**src/rtl/gpio_sc_pkg.sv**
```systemverilog
package gpio_sc_pkg;
  localparam logic [7:0] OFF_DOUT_SET = 8'h00;
  localparam logic [7:0] OFF_DOUT_CLR = 8'h04;
  localparam logic [7:0] OFF_DIR_SET  = 8'h10;
  localparam logic [7:0] OFF_DIR_CLR  = 8'h14;
  localparam logic [7:0] OFF_DIR_STAT = 8'h18;
  localparam logic [7:0] OFF_DBN_SET  = 8'h60;
  localparam logic [7:0] OFF_DBN_CLR  = 8'h64;
  localparam logic [7:0] OFF_EXT_PORT = 8'h80;

  // next state of a set/clear register; clear wins if both are presented
  function automatic logic [31:0] sc_next(input logic [31:0] cur,
                                          input logic [31:0] set_m,
                                          input logic [31:0] clr_m);
    return (cur | set_m) & ~clr_m;
  endfunction
endpackage

```
**src/rtl/gpio_sc_setclr_reg.sv**
```systemverilog
module gpio_sc_setclr_reg #(
  parameter int WIDTH = 24
) (
  input  logic             clk,
  input  logic             rst_n,
  input  logic             set_en,
  input  logic             clr_en,
  input  logic [WIDTH-1:0] mask,
  output logic [WIDTH-1:0] q
);
  import gpio_sc_pkg::*;

  logic [31:0] set_w, clr_w, cur_w, nxt_w;
  always_comb begin
    set_w = '0;
    clr_w = '0;
    cur_w = '0;
    if (set_en) set_w[WIDTH-1:0] = mask;
    if (clr_en) clr_w[WIDTH-1:0] = mask;
    cur_w[WIDTH-1:0] = q;
    nxt_w = sc_next(cur_w, set_w, clr_w);
  end

  always_ff @(posedge clk or negedge rst_n) begin
    if (!rst_n) q <= '0;
    else        q <= nxt_w[WIDTH-1:0];
  end

  assert_set_R1: assert property (@(posedge clk) disable iff (!rst_n)
    (set_en && !clr_en) |=> ((q & $past(mask)) == $past(mask)));
  assert_clr_R2: assert property (@(posedge clk) disable iff (!rst_n)
    (clr_en && !set_en) |=> ((q & $past(mask)) == '0));
  assert_keep_R3: assert property (@(posedge clk) disable iff (!rst_n)
    (set_en || clr_en) |=> (((q ^ $past(q)) & ~$past(mask)) == '0));
  assert_idle_R3: assert property (@(posedge clk) disable iff (!rst_n)
    !(set_en || clr_en) |=> $stable(q));
endmodule

```
**src/rtl/gpio_sc_in_filter.sv**
```systemverilog
module gpio_sc_in_filter #(
  parameter int NLINES     = 24,
  parameter int DBNC_TICKS = 4
) (
  input  logic              clk,
  input  logic              rst_n,
  input  logic [NLINES-1:0] pad_in,
  input  logic [NLINES-1:0] dbnc_en,
  input  logic              tick,
  output logic [NLINES-1:0] line_val
);
  localparam int CNT_W = (DBNC_TICKS < 2) ? 1 : $clog2(DBNC_TICKS);
  localparam logic [CNT_W-1:0] CNT_LAST = CNT_W'(DBNC_TICKS - 1);

  logic [NLINES-1:0] sync1_q, sync2_q;

  always_ff @(posedge clk or negedge rst_n) begin
    if (!rst_n) begin
      sync1_q <= '0;
      sync2_q <= '0;
    end else begin
      sync1_q <= pad_in;
      sync2_q <= sync1_q;
    end
  end

  for (genvar i = 0; i < NLINES; i++) begin : g_line
    logic             stable_q;
    logic [CNT_W-1:0] cnt_q;
    logic             differs;
    logic             accept;

    assign differs = sync2_q[i] != stable_q;
    assign accept  = differs && tick && (cnt_q == CNT_LAST);

    always_ff @(posedge clk or negedge rst_n) begin
      if (!rst_n) begin
        stable_q <= 1'b0;
        cnt_q    <= '0;
      end else if (!dbnc_en[i] || !differs) begin
        stable_q <= dbnc_en[i] ? stable_q : sync2_q[i];
        cnt_q    <= '0;
      end else if (tick) begin
        if (accept) begin
          stable_q <= sync2_q[i];
          cnt_q    <= '0;
        end else begin
          cnt_q <= cnt_q + 1'b1;
        end
      end
    end

    assign line_val[i] = dbnc_en[i] ? stable_q : sync2_q[i];

    assert_tick_only_R7: assert property (@(posedge clk) disable iff (!rst_n)
      (dbnc_en[i] && !tick) |=> $stable(stable_q));
    assert_agree_hold_R6: assert property (@(posedge clk) disable iff (!rst_n)
      (dbnc_en[i] && !differs) |=> $stable(stable_q));
  end
endmodule

```
**src/rtl/gpio_sc_port.sv**
```systemverilog
module gpio_sc_port #(
  parameter int NLINES     = 24,
  parameter int DBNC_TICKS = 4,
  parameter int ADDR_W     = 8
) (
  input  logic              clk,
  input  logic              rst_n,
  input  logic [ADDR_W-1:0] bus_addr,
  input  logic              bus_wr,
  input  logic [31:0]       bus_wdata,
  output logic [31:0]       bus_rdata,
  input  logic              dbnc_tick,
  input  logic [NLINES-1:0] pad_in,
  output logic [NLINES-1:0] pad_out,
  output logic [NLINES-1:0] pad_oe
);
  import gpio_sc_pkg::*;

  logic [7:0]        addr8;
  logic [NLINES-1:0] wmask, dir_q, dben_q, ext_val;
  logic              wr_dset, wr_dclr, wr_rset, wr_rclr, wr_bset, wr_bclr;

  assign addr8 = 8'(bus_addr);
  assign wmask = bus_wdata[NLINES-1:0];

  assign wr_dset = bus_wr && addr8 == OFF_DOUT_SET;
  assign wr_dclr = bus_wr && addr8 == OFF_DOUT_CLR;
  assign wr_rset = bus_wr && addr8 == OFF_DIR_SET;
  assign wr_rclr = bus_wr && addr8 == OFF_DIR_CLR;
  assign wr_bset = bus_wr && addr8 == OFF_DBN_SET;
  assign wr_bclr = bus_wr && addr8 == OFF_DBN_CLR;

  gpio_sc_setclr_reg #(.WIDTH(NLINES)) u_dout (
    .clk(clk), .rst_n(rst_n), .set_en(wr_dset), .clr_en(wr_dclr),
    .mask(wmask), .q(pad_out));
  gpio_sc_setclr_reg #(.WIDTH(NLINES)) u_dir (
    .clk(clk), .rst_n(rst_n), .set_en(wr_rset), .clr_en(wr_rclr),
    .mask(wmask), .q(dir_q));
  gpio_sc_setclr_reg #(.WIDTH(NLINES)) u_dben (
    .clk(clk), .rst_n(rst_n), .set_en(wr_bset), .clr_en(wr_bclr),
    .mask(wmask), .q(dben_q));

  gpio_sc_in_filter #(.NLINES(NLINES), .DBNC_TICKS(DBNC_TICKS)) u_filt (
    .clk(clk), .rst_n(rst_n), .pad_in(pad_in), .dbnc_en(dben_q),
    .tick(dbnc_tick), .line_val(ext_val));

  assign pad_oe = dir_q;

  always_comb begin
    bus_rdata = '0;
    if (addr8 == OFF_DIR_STAT)      bus_rdata[NLINES-1:0] = dir_q;
    else if (addr8 == OFF_EXT_PORT) bus_rdata[NLINES-1:0] = ext_val;
  end

  assert_wo_zero_R10: assert property (@(posedge clk) disable iff (!rst_n)
    (addr8 != OFF_DIR_STAT && addr8 != OFF_EXT_PORT) |-> (bus_rdata == '0));
  assert_oe_moves_R3: assert property (@(posedge clk) disable iff (!rst_n)
    !(wr_rset || wr_rclr) |=> $stable(pad_oe));
  if (NLINES < 32) begin : g_hi
    assert_hi_zero_R8: assert property (@(posedge clk) disable iff (!rst_n)
      bus_rdata[31:NLINES] == '0);
  end
endmodule

```
**config.mk**
```make
export PLATFORM = sky130hd
export DESIGN_NAME = gpio_sc_port
export DESIGN_NICKNAME = d
export VERILOG_FILES = /design/src/rtl/gpio_sc_pkg.sv /design/src/rtl/gpio_sc_setclr_reg.sv /design/src/rtl/gpio_sc_in_filter.sv /design/src/rtl/gpio_sc_port.sv
export SDC_FILE = /design/constraint.sdc
export NUM_CORES = 1
export LEC_CHECK = 0
export ABC_AREA = 1
export BUFFER_PORTS_ARGS = -buffer_cell sky130_fd_sc_hd__buf_2
export CAP_MARGIN = 10
export CORE_AREA = 2 2 216 176
export CTS_CLUSTER_SIZE = 8
export DETAILED_ROUTE_END_ITERATION = 12
export DIE_AREA = 0 0 218 178
export GPL_TIMING_DRIVEN = 1
export SLEW_MARGIN = 20
export SYNTH_ARGS = -nofsm -noshare
export SYNTH_HDL_FRONTEND = slang
export SYNTH_SLANG_ARGS = --single-unit
export TNS_END_PERCENT = 100
```
**constraint.sdc**
```tcl
create_clock -name clk -period 3.1 [get_ports clk]
set_input_delay 0.62 -clock clk [delete_from_list [all_inputs] [get_ports clk]]
set_output_delay 0.62 -clock clk [all_outputs]
set_load 0.1 [all_outputs]
```
==> impl_table.tex <==
\begin{tabular}{lr}
\hline
Metric & Value \\
\hline
\multicolumn{2}{l}{\textbf{Detailed routing}} \\
Initial DRC Count & 547 \\
Routed Antenna Nets & 0 \\
Length of the first detailed-routing pass in iterations & 7 \\
Average detailed-routed wire length per instance & 14.4 um \\
Detailed-route via count & 7635 \\
Vias/cell & 4.44 \\
Post-Route WL & 24700 um \\
Number of DRC violations after detailed routing & 0 \\
\multicolumn{2}{l}{\textbf{Global routing}} \\
Wire length of the first global-routing pass & 40000 um \\
Initial antenna violation count & 3 \\
Via count of the first global-routing pass & 7259 \\
Maximum number of pins on one net before global-route repair & 73 \\
Overall fraction of global-route tracks in use & 13.2\% \\
Aggregate global routing overflow & 0 \\
\multicolumn{2}{l}{\textbf{Timing}} \\
Largest clock skew in the final design & 0.0159 ns \\
Worst slew margin relative to its limit & 48.2\% \\
Setup\_tns & 0 ns \\
Pins over their slew limit & 0 \\
Min Tclk post-route & 2.55 ns \\
Final critical-path setup slack & 0.553 ns \\
Fmax & 0.393 GHz \\
RSZ-0062 raised after global routing & false \\
Final setup vio count & 0 \\
Tightest Pin Transition & 0.777 ns \\
Part of the cycle the worst path needs & 82.2\% \\
Final hold violations & 0 \\
\multicolumn{2}{l}{\textbf{Setup path}} \\
Highest fanout seen on the critical path & 10 \\
Reg2reg path depth & 3 \\
Startpoint-to-endpoint class of the critical path & input pin to primary output \\
Type of origin of the critical path & input pin \\
Data arrival time of the worst path & 1.93 ns \\
Endpoint kind of the worst setup timing path & primary output \\
Data required, critical path & 2.48 ns \\
Source of the worst register-to-register timing path & u\_dben.q[17] \\
Register-to-register setup slack & 1.99 ns \\
Endpoint of the most critical register-to-register path & u\_filt.g\_line[17].stable\_q \\
\multicolumn{2}{l}{\textbf{Die}} \\
Initial core utilization & 25.8\% \\
Overall die area & 0.0388 mm2 \\
Chip height & 178 um \\
\# rows & 63 \\
I/O Pins & 148 \\
Floorplan core area & 0.0366 mm2 \\
Die W & 218 um \\
\multicolumn{2}{l}{\textbf{Power}} \\
Total Power & 7.58 mW \\
Leakage power summed over all cells & 5.45 nW \\
IR drop worst, VDD & 0.000385 V \\
Power density cells & 655 mW/mm2 \\
\multicolumn{2}{l}{\textbf{Synthesis}} \\
Cell type with the highest aggregate area in the netlist & sky130\_fd\_sc\_hd\_\_dfrtp\_1 \\
Summed instance area of the synthesized netlist & 0.00942 mm2 \\
Yosys Warn Count & 0 \\
Share of the synthesized area in the top cell type & 51.0\% \\
Flops \& latches, synth & 192 \\
Synth unique cells & 23 \\
Share of the yosys chip area belonging to registers & 51.0\% \\
Cells after Synth & 1093 \\
Post-synthesis average cell area & 8.62 um2 \\
Top cells by area, synth & sky130\_fd\_sc\_hd\_\_dfrtp\_1 (51\%), sky130\_fd\_sc\_hd\_\_a21oi\_1 (7.7\%), sky130\_fd\_sc\_hd\_\_inv\_1 (7.0\%), sky130\_fd\_sc\_hd\_\_nand3\_1 (6.7\%), sky130\_fd\_sc\_hd\_\_nand2\_1 (4.9\%) \\
\multicolumn{2}{l}{\textbf{CTS}} \\
Total clock buffers created by CTS & 17 \\
Num Clock Sinks & 192 \\
Insertion delay to the later sink of the worst-skew pair & 0.45 ns \\
CTS Hold Bufs & 0 \\
\# resized after CTS & 0 \\
Worst-path clk slew & 0.07 ns \\
Number of buffers on the longest clock path & 2 \\
Clock root buffer & sky130\_fd\_sc\_hd\_\_clkbuf\_16 \\
CTS tree & built \\
Post-CTS setup-driven buffer insertion count & 0 \\
H-tree level count & 4 \\
\multicolumn{2}{l}{\textbf{Final layout}} \\
Number of standard cells in the layout, taps in and fillers out & 1719 \\
Nets@finish & 1310 \\
Area growth from synthesis to layout & 23.0\% \\
Ratio of cells with drive above 1 in the final layout & 20.9\% \\
\multicolumn{2}{l}{\textbf{Place}} \\
Weighted congestion at the end of routability-driven global placement & 0.799 \\
Placed wire-length estimate after detailed placement & 17900 um \\
Number of cells in the design after placement & 1686 \\
PortBufs & 131 \\
Worst Setup Slack post-DPL & 0.544 ns \\
\multicolumn{2}{l}{\textbf{Run status}} \\
Run status & completed \\
\multicolumn{2}{l}{\textbf{Worst hold path}} \\
Worst hold path class & input pin to async pin \\
\multicolumn{2}{l}{\textbf{Run}} \\
Max cap viols & 0 \\
\hline
\end{tabular}
layout make-up:
class	instances	area, um2
flip-flops and latches	192	4800
fillers	3768	25000
inverters	179	672
well taps	487	609
repair buffers	151	1210
clock buffers	21	470
clock inverters	10	153
diodes	2	5.00
multi-input cells	677	3660
worst max path at each step:
stage / start / endpoint / slack [ns] / cells past startpoint
6_report: bus_addr[0] / bus_rdata[22] / 0.55 / 8
4_1_cts: bus_addr[0] / bus_rdata[7] / 0.55 / 8
3_5_place_dp: bus_addr[1] / bus_rdata[22] / 0.54 / 8
2_1_floorplan: bus_addr[1] / bus_rdata[0] / -0.64 / 5
3_3_place_gp: bus_addr[0] / bus_rdata[22] / 0.57 / 8
5_1_grt: bus_addr[0] / bus_rdata[9] / 0.48 / 8
synthesized netlist by cell type (all sizes together):
master	instances
inv	179
conb	1
nand4	24
buf	47
clkbuf	5
ha	24
o21ai	72
a21oi	144
nand2	127
nor2	82
dfrtp	192
nand3	147
nor3	49
cells by family (layout without fill, tap and decap cells):
kind of cell / after synthesis / count (layout) / synth area share [%]
AO/OA/AOI/OAI: 216 / 216 / 12.3
buffers and inverters: 231 / 361 / 10.6
flip-flops: 192 / 192 / 51.0
AND/OR/NAND/NOR: 429 / 429 / 22.9
other: 1 / 10 / 0.0398
adder cells (fa/ha/maj): 24 / 24 / 3.19
worst max-delay path: stages:
cell                      delay, ns
sky130_fd_sc_hd__buf_2         0.11
sky130_fd_sc_hd__inv_1         0.04
sky130_fd_sc_hd__nand2_1       0.09
sky130_fd_sc_hd__nor3_4        0.36
sky130_fd_sc_hd__buf_4         0.30
sky130_fd_sc_hd__nand3_2       0.08
sky130_fd_sc_hd__o21ai_2       0.10
sky130_fd_sc_hd__buf_12        0.20
routing by layer:
layer	GRT usage (%)	vias to the layer above	wire (um)
met1	19.2	3650	12500
met2	19.5	144	10900
met5	0	-	0
li1	-	3822	-
met3	3.02	19	1120
met4	3.85	0	243
report_power, final:
part | leakage, nW | switching (mW) | total (mW) | internal, mW
logic | 3.02 | 1.26 | 1.88 | 0.628
clock network | 0.302 | 0.987 | 2.33 | 1.34
registers | 2.14 | 0.377 | 3.37 | 2.99
total | 5.45 | 2.62 | 7.58 | 4.96
state kept, by name, summed over array words and instances (netlist names):
register                count
u_filt.g_line.cnt_q        48
u_dout.q                   24
u_dir.q                    24
u_dben.q                   24
u_filt.sync2_q             24
u_filt.g_line.stable_q     24
u_filt.sync1_q             24
stage by stage:
stage          hold slack, ns  cell area, um2  utilization (%)
2_1_floorplan           0.324            9450                -
3_3_place_gp            0.332           11000             30.0
3_5_place_dp            0.336           11000             30.0
4_1_cts                 0.191           11600             31.7
5_1_grt                 0.215           11600             31.7
6_report                0.160           11600             31.7
cell usage in the layout, fill, tap and decap left out, types with 27 or more instances in the layout:
| cell type | synthesis | routed |
|---|---|---|
| sky130_fd_sc_hd__dfrtp_1 | 192 | 192 |
| sky130_fd_sc_hd__o21ai_0 | 52 | 52 |
| sky130_fd_sc_hd__nor2_1 | 76 | 76 |
| sky130_fd_sc_hd__a21oi_1 | 144 | 144 |
| sky130_fd_sc_hd__nand2_1 | 124 | 124 |
| sky130_fd_sc_hd__inv_1 | 175 | 175 |
| sky130_fd_sc_hd__nand3_1 | 126 | 125 |
| sky130_fd_sc_hd__buf_12 | 0 | 27 |
| sky130_fd_sc_hd__nor3_1 | 28 | 28 |
| sky130_fd_sc_hd__buf_2 | 24 | 106 |
(Power assumes the default switching activity.)
